`src/rtl/ring_dither_pkg.sv`:
```
package ring_dither_pkg;

    typedef enum logic {
        PH_HIGH = 1'b0,
        PH_LOW  = 1'b1
    } ring_phase_e;

endpackage

```
`src/rtl/ring_dither_acc.sv`:
```
module ring_dither_acc #(
    parameter int FINE_W = 5
) (
    input  logic              clk,
    input  logic              rst_n,
    input  logic              advance,
    input  logic [FINE_W-1:0] fine,
    output logic              carry
);
    logic [FINE_W-1:0] phase_q;
    logic [FINE_W:0]   sum;

    always_comb begin
        sum   = {1'b0, phase_q} + {1'b0, fine};
        carry = sum[FINE_W];
    end

    always_ff @(posedge clk or negedge rst_n) begin
        if (!rst_n) begin
            phase_q <= '0;
        end else if (advance) begin
            phase_q <= sum[FINE_W-1:0];
        end
    end
endmodule

```
`src/rtl/ring_dither_len.sv`:
```
module ring_dither_len #(
    parameter int COARSE_W    = 3,
    parameter int BASE_STAGES = 17,
    parameter int STAGE_STEP  = 2,
    parameter int LEN_W       = 6
) (
    input  logic [COARSE_W-1:0] coarse,
    input  logic                lengthen,
    output logic [LEN_W-1:0]    len
);
    localparam logic [LEN_W-1:0] BASE_L = LEN_W'(BASE_STAGES);
    localparam logic [LEN_W-1:0] STEP_L = LEN_W'(STAGE_STEP);

    logic [LEN_W-1:0] coarse_ext;

    always_comb begin
        coarse_ext = LEN_W'(coarse);
        len        = BASE_L + STEP_L * coarse_ext;
        if (lengthen) begin
            len = len + STEP_L;
        end
    end
endmodule

```
`src/rtl/ring_dither_fsm.sv`:
```
module ring_dither_fsm
    import ring_dither_pkg::*;
#(
    parameter int LEN_W = 6
) (
    input  logic             clk,
    input  logic             rst_n,
    input  logic [LEN_W-1:0] cur_len,
    output logic             at_start,
    output logic             ring_clk
);
    ring_phase_e      state_q, state_d;
    logic [LEN_W-1:0] tick_q, tick_d;
    logic [LEN_W-1:0] half_len;
    logic             last_tick;

    always_comb begin
        half_len  = cur_len >> 1;
        last_tick = (tick_q == cur_len - LEN_W'(1));
        tick_d    = last_tick ? '0 : tick_q + LEN_W'(1);
        state_d   = state_q;
        unique case (state_q)
            PH_HIGH: if (tick_q == half_len - LEN_W'(1)) state_d = PH_LOW;
            PH_LOW:  if (last_tick)                      state_d = PH_HIGH;
        endcase
    end

    always_ff @(posedge clk or negedge rst_n) begin
        if (!rst_n) begin
            state_q <= PH_HIGH;
            tick_q  <= '0;
        end else begin
            state_q <= state_d;
            tick_q  <= tick_d;
        end
    end

    always_comb begin
        at_start = (tick_q == '0);
        ring_clk = (state_q == PH_HIGH);
    end
endmodule

```
`src/rtl/ring_dither_seq.sv`:
```
module ring_dither_seq #(
    parameter int COARSE_W    = 3,
    parameter int FINE_W      = 5,
    parameter int BASE_STAGES = 17,
    parameter int STAGE_STEP  = 2,
    localparam int WORD_W     = COARSE_W + FINE_W,
    localparam int MAX_LEN    = BASE_STAGES + STAGE_STEP * (2**COARSE_W - 1) + STAGE_STEP,
    localparam int LEN_W      = $clog2(MAX_LEN + 1)
) (
    input  logic              clk,
    input  logic              rst_n,
    input  logic [WORD_W-1:0] stage_word,
    output logic              ring_clk,
    output logic              cycle_start,
    output logic              long_cycle,
    output logic [LEN_W-1:0]  stage_count
);
    logic [COARSE_W-1:0] coarse;
    logic [FINE_W-1:0]   fine;
    logic                carry;
    logic [LEN_W-1:0]    next_len;
    logic [LEN_W-1:0]    len_q;
    logic                long_q;
    logic                at_start;

    assign coarse = stage_word[WORD_W-1:FINE_W];
    assign fine   = stage_word[FINE_W-1:0];

    ring_dither_acc #(.FINE_W(FINE_W)) u_acc (
        .clk     (clk),
        .rst_n   (rst_n),
        .advance (at_start),
        .fine    (fine),
        .carry   (carry)
    );

    ring_dither_len #(
        .COARSE_W    (COARSE_W),
        .BASE_STAGES (BASE_STAGES),
        .STAGE_STEP  (STAGE_STEP),
        .LEN_W       (LEN_W)
    ) u_len (
        .coarse   (coarse),
        .lengthen (carry),
        .len      (next_len)
    );

    always_ff @(posedge clk or negedge rst_n) begin
        if (!rst_n) begin
            len_q  <= LEN_W'(BASE_STAGES);
            long_q <= 1'b0;
        end else if (at_start) begin
            len_q  <= next_len;
            long_q <= carry;
        end
    end

    always_comb begin
        stage_count = at_start ? next_len : len_q;
        long_cycle  = at_start ? carry : long_q;
        cycle_start = at_start;
    end

    ring_dither_fsm #(.LEN_W(LEN_W)) u_fsm (
        .clk      (clk),
        .rst_n    (rst_n),
        .cur_len  (stage_count),
        .at_start (at_start),
        .ring_clk (ring_clk)
    );
endmodule

```
`config.mk`:
```
export PLATFORM = sky130hd
export DESIGN_NAME = ring_dither_seq
export DESIGN_NICKNAME = d
export VERILOG_FILES = /design/src/rtl/ring_dither_pkg.sv /design/src/rtl/ring_dither_acc.sv /design/src/rtl/ring_dither_len.sv /design/src/rtl/ring_dither_fsm.sv /design/src/rtl/ring_dither_seq.sv
export SDC_FILE = /design/constraint.sdc
export NUM_CORES = 1
export LEC_CHECK = 0
export CORE_UTILIZATION = 35
export CTS_CLUSTER_SIZE = 12
export DETAILED_ROUTE_END_ITERATION = 6
export GPL_TIMING_DRIVEN = 0
export HOLD_SLACK_MARGIN = 0.1
export PLACE_DENSITY = 0.66
export SYNTH_ARGS = -nofsm -noshare
export SYNTH_HDL_FRONTEND = slang
export SYNTH_SLANG_ARGS = --single-unit
```
`constraint.sdc`:
```
create_clock -name clk -period 7.36 [get_ports clk]
set_input_delay 1.472 -clock clk [delete_from_list [all_inputs] [get_ports clk]]
set_output_delay 1.472 -clock clk [all_outputs]
set_load 0.01 [all_outputs]
```
**After elaboration in Yosys (flattened, before gate mapping)**

Index checks and enable logic that the tools add are counted.
W data, S select, Z words.

- Register bits: 19
- Word-level logic and storage cells: 22
- Input port bits: 10

- Muxes and demuxes: 7
- Eq/ne operators: 2
- $add $sub $neg: 6
- Reductions and logical operators: 1
- Bitwise operators: 1

Operator list:

| operator | count |
|---|---|
| $mux W6 | 3 |
| $eq A6 B6 Y1 | 2 |
| $add A5 B4 Y6 const A | 1 |
| $add A5 B5 Y6 | 1 |
| $add A6 B1 Y6 const B | 1 |
| $add A6 B2 Y6 const B | 1 |
| $logic_not A6 Y1 | 1 |
| $sub A5 B1 Y6 const B | 1 |
| $sub A6 B1 Y6 const B | 1 |
| $mux W1 | 3 |
| $pmux W1 S2 | 1 |
| $not A1 Y1 | 1 |

**Depth between registers and ports, before layout**

- Word-level depth: 8
- Gate-level depth with buffers: 15
- Mapped depth without buffers: 14

**Hierarchy**

A second synthesis with hierarchy kept.

- Cells, all modules: 128
- Area total of the unflattened synthesis: 1401.3 sq um

By module, submodules not included:

| module | cells an instance | instances | seq. area each (sq um) | area each (sq um) |
|---|---|---|---|---|
| ring_dither_fsm | 70 | 1 | 175.2 | 636.9 |
| ring_dither_acc | 34 | 1 | 125.1 | 389.1 |
| ring_dither_seq | 15 | 1 | 177.7 | 294.0 |
| ring_dither_len | 9 | 1 | 0.0 | 81.3 |

**Least setup slack after synthesis**

Ideal clock, no wire load.

- Kind: input to output
- From: in stage_word[3]
- To: out stage_count[1]
- Required time: 5.888 ns
- Arrival time: 2.788 ns
- Stages: 8
- Setup slack: 3.100 ns
- Cell sequence: ha_1 > a21o_1 > a21oi_2 > and2_1 > buf_6 > xnor2_4 > a21boi_4 > inv_2

- Word-level cells in the longest chain between the ends: 3

Ends and longest elaborated chain:

| item | line | RTL |
|---|---|---|
| start, declared | ring_dither_seq.sv:12 | `input logic [WORD_W-1:0] stage_word,` |
| $add A5 B5 Y6 | ring_dither_acc.sv:14 | `sum = {1'b0, phase_q} + {1'b0, fine};` |
| $mux W6 | ring_dither_len.sv:19 | `if (lengthen) begin` |
| $mux W6 | ring_dither_seq.sv:59 | `stage_count = at_start ? next_len : len_q;` |
| end, declared | ring_dither_seq.sv:16 | `output logic [LEN_W-1:0] stage_count` |

No other way between the ends.

**Worst setup path in the final report**

- From: in stage_word[1]
- To: out stage_count[3]

The elaborated chain is that of the path after synthesis.

==> qor.yml <==
run_status:
  status: "completed"
worst_setup_path:
  worst_path_slowest_cell: "sky130_fd_sc_hd__clkdlybuf4s50_1"
  critical_path.endpoint_type: "output pin"
  critPathLaunchType: "primary input"
  critPathMaxFanout: 7
  cp_common_cell: "sky130_fd_sc_hd__clkdlybuf4s50_1"
  worstPathArrival_ns: 3.91
  critPathRequiredTime_ns: 5.89
  crit_chain: "clkdlybuf4s50_1 > ha_1 > a21oi_1 > nand4b_1 > and2_1 > buf_6 > o211ai_2 > clkdlybuf4s50_1"
  critPathMaxStageDelay_ns: 0.63
  worst-setup-path-type: "primary input to output pin"
grt:
  grt_usage_pct: 15.0
  grt_max_degree: 20
  antenna_found_initial: 0
  first_global_vias: 1120
  grt-ovfl-total: 0
  grt_first_pass_wirelength_mm: 5.09
die:
  fp.dieArea_mm2: 0.00449
  die_w_um: 67.0
  core_area_mm2: 0.00403
  placementRows: 23
  floorplan.initialDensity_pct: 36.7
  io_pins: 19
  die_height_um: 67.0
drt:
  post-route-drc-count: 0
  detailedRoute.firstPassIterationCount: 4
  route.detailed.wl_per_inst_um: 13.0
  vias: 1133
  dr.first_iter.drc_count: 62
  routed_via_density: 4.97
  antenna_left: 0
  drt-total-wl_mm: 2.96
yosys:
  synth_warnings: 0
  yosysTopAreaCellShare_pct: 28.8
  seq_area_frac_synth_pct: 32.3
  ys_async_sr_fraction_pct: 100
  instance_count_of_the_mapped_netlist: 156
  synth_cell_types: 49
  synth_area_mm2: 0.00148
  synth_edf_count: 0
  synth_seq_cells: 19
  postSynth.topFlopCell: "sky130_fd_sc_hd__dfrtp_1"
  synth.largest_area_cell: "sky130_fd_sc_hd__dfrtp_1"
  most_frequent_cell_after_synthesis: "sky130_fd_sc_hd__nand2_1"
  syn_nets: 177
  synth_top_cells_by_count: "sky130_fd_sc_hd__nand2_1, sky130_fd_sc_hd__dfrtp_1, sky130_fd_sc_hd__ha_1, sky130_fd_sc_hd__nor2_1, sky130_fd_sc_hd__o21ai_0"
  postSynthAreaPerCell_um2: 9.47
  post_synth_main_area_contributors: "sky130_fd_sc_hd__dfrtp_1, sky130_fd_sc_hd__ha_1, sky130_fd_sc_hd__nand2_1, sky130_fd_sc_hd__xnor2_1, sky130_fd_sc_hd__xor2_1"
placed_design:
  place.port_buffers: 18
  place.gp.congestion: 0.822
  dp_slack_ns: 1.93
  numPlacedInstances: 224
  dp_hpwl_mm: 2.24
sta:
  final-hold-violation-count: 0
  timing_worst_slew_pin_value_ns: 0.869
  rsz0062_at_grt: "no"
  final_max_slew_viol_count: 0
  relSlewSlack_pct: 41.9
  fin_crit_sh_pct: 73.2
  finalSetupTns_ns: 0
  setup-violations-final: 0
  skew_ns: 0.00712
  fmax_mhz: 186
  worst_case_setup_margin_in_the_final_layout_ns: 1.97
  finalWorstPathRequiredPeriod_ns: 5.39
worst_hold_path:
  holdCritPathClass: "flop to flop"
power_and_ir_drop:
  vdd.ir_drop.worst_v: 0.000207
  ratio_of_total_power_to_cell_area_mw_per_mm2: 468
  power.total_uw: 827
  power.leakage_uw: 0.000766
clock_tree:
  tritoncts_num_sinks: 19
  clock_latency_at_the_later_pin_of_the_worst_skew_pair_ns: 0.26
  numCtsBuffers: 3
  root_buffer: "sky130_fd_sc_hd__clkbuf_8"
  post_cts_buffers: 0
  clkTransAtPathRegs_ns: 0.07
  cts-root-to-sink-buffers: 2
  post_cts_resize_count: 0
  tritoncts: "yes"
  ctsHtreeMaxLevel: 1
  cts-hold-fix-buffers: 0
layout:
  num-nets-final: 200
  layout.cells.non_filler: 228
  antennaDiodeCount: 0
  layout-drive-gt1-share_pct: 16.9
  area_delta_synth_final_pct: 19.6
flow_run:
  max-cap-violations: 0
worst max-delay path: cells and delay by family:
family	cells	cell delay [ns]
buf+inv	3	1.23
compound gates	2	0.46
simple gates	2	0.45
fa+ha+maj	1	0.31
final cells by class:
cell class,count,area [um2]
plain buffers,8,60.1
clock buffers,3,41.3
clock inverters,1,5.00
fillers,419,2260
inverters,9,33.8
multi-input cells,120,906
flip-flops and latches,19,478
well taps,50,62.6
repair buffers,18,180
routing by layer:
layer | part of all wire, % | vias up | global-route usage (%)
li1 | - | 581 | -
met2 | 45 | 29 | 24.5
met1 | 50 | 521 | 19.8
met3 | 4.3 | 2 | 2.91
met5 | 0 | - | 0
met4 | 0.95 | 0 | 4.26
kinds of logic after synthesis:
kind of cell / Yosys count / share of synthesized area, %
AOI/OAI and AO/OA: 31 / 17.0
DFF: 19 / 32.3
and+or+nand+nor: 57 / 20.2
adders and majority gates: 11 / 9.82
xor gates and xnor gates: 17 / 11.3
buffers and inverters: 17 / 6.35
muxes: 4 / 2.88
power by group:
part	total, uW	leakage [uW]	switching [uW]	internal (uW)
clock network	73.1	0.0000255	35.4	37.7
registers	207	0.000223	45.6	162
logic	547	0.000518	285	262
sequential cells by signal, indices dropped and copies added (netlist names):
signal         count
len_q              6
u_fsm.tick_q       6
u_acc.phase_q      5
long_q             1
u_fsm.state_q      1
final timing paths:
path / to / cells after the start / slack [ns] / start
max in group asynchronous: long_q / 1 / 5.12 / rst_n
min in group asynchronous: u_fsm.tick_q[0] / 1 / 1.70 / rst_n
worst max-delay path: stage_count[3] / 8 / 1.97 / stage_word[1]
worst min register to register: u_acc.phase_q[0] / 2 / 0.49 / u_acc.phase_q[0]
worst max register to register: u_fsm.state_q / 14 / 4.15 / u_acc.phase_q[3]
worst min-delay path: u_acc.phase_q[0] / 2 / 0.49 / u_acc.phase_q[0]
layout by cell type, fill, tap and decap left out, types with 3 or more instances in the layout:
| master | count |
|---|---|
| sky130_fd_sc_hd__nand2_1 | 24 |
| sky130_fd_sc_hd__clkdlybuf4s50_1 | 18 |
| sky130_fd_sc_hd__dfrtp_1 | 17 |
| sky130_fd_sc_hd__o21ai_0 | 10 |
| sky130_fd_sc_hd__nor2_1 | 10 |
| sky130_fd_sc_hd__ha_1 | 10 |
| sky130_fd_sc_hd__xnor2_1 | 9 |
| sky130_fd_sc_hd__inv_1 | 7 |
| sky130_fd_sc_hd__xor2_1 | 7 |
| sky130_fd_sc_hd__a21oi_1 | 4 |
| sky130_fd_sc_hd__buf_6 | 3 |
| sky130_fd_sc_hd__buf_2 | 3 |
| sky130_fd_sc_hd__nor3_1 | 3 |
| sky130_fd_sc_hd__nand3_1 | 3 |
| sky130_fd_sc_hd__clkbuf_8 | 3 |
metrics by stage:
step / util [%] / hold slack (ns) / area, um2
6_report: 43.9 / 0.491 / 1770
3_3_place_gp: 42.7 / 0.466 / 1720
5_1_grt: 43.9 / 0.518 / 1770
2_1_floorplan: - / 0.450 / 1480
4_1_cts: 43.9 / 0.497 / 1770
3_5_place_dp: 42.7 / 0.480 / 1720
Note: power is estimated with default switching activity, not from simulation.
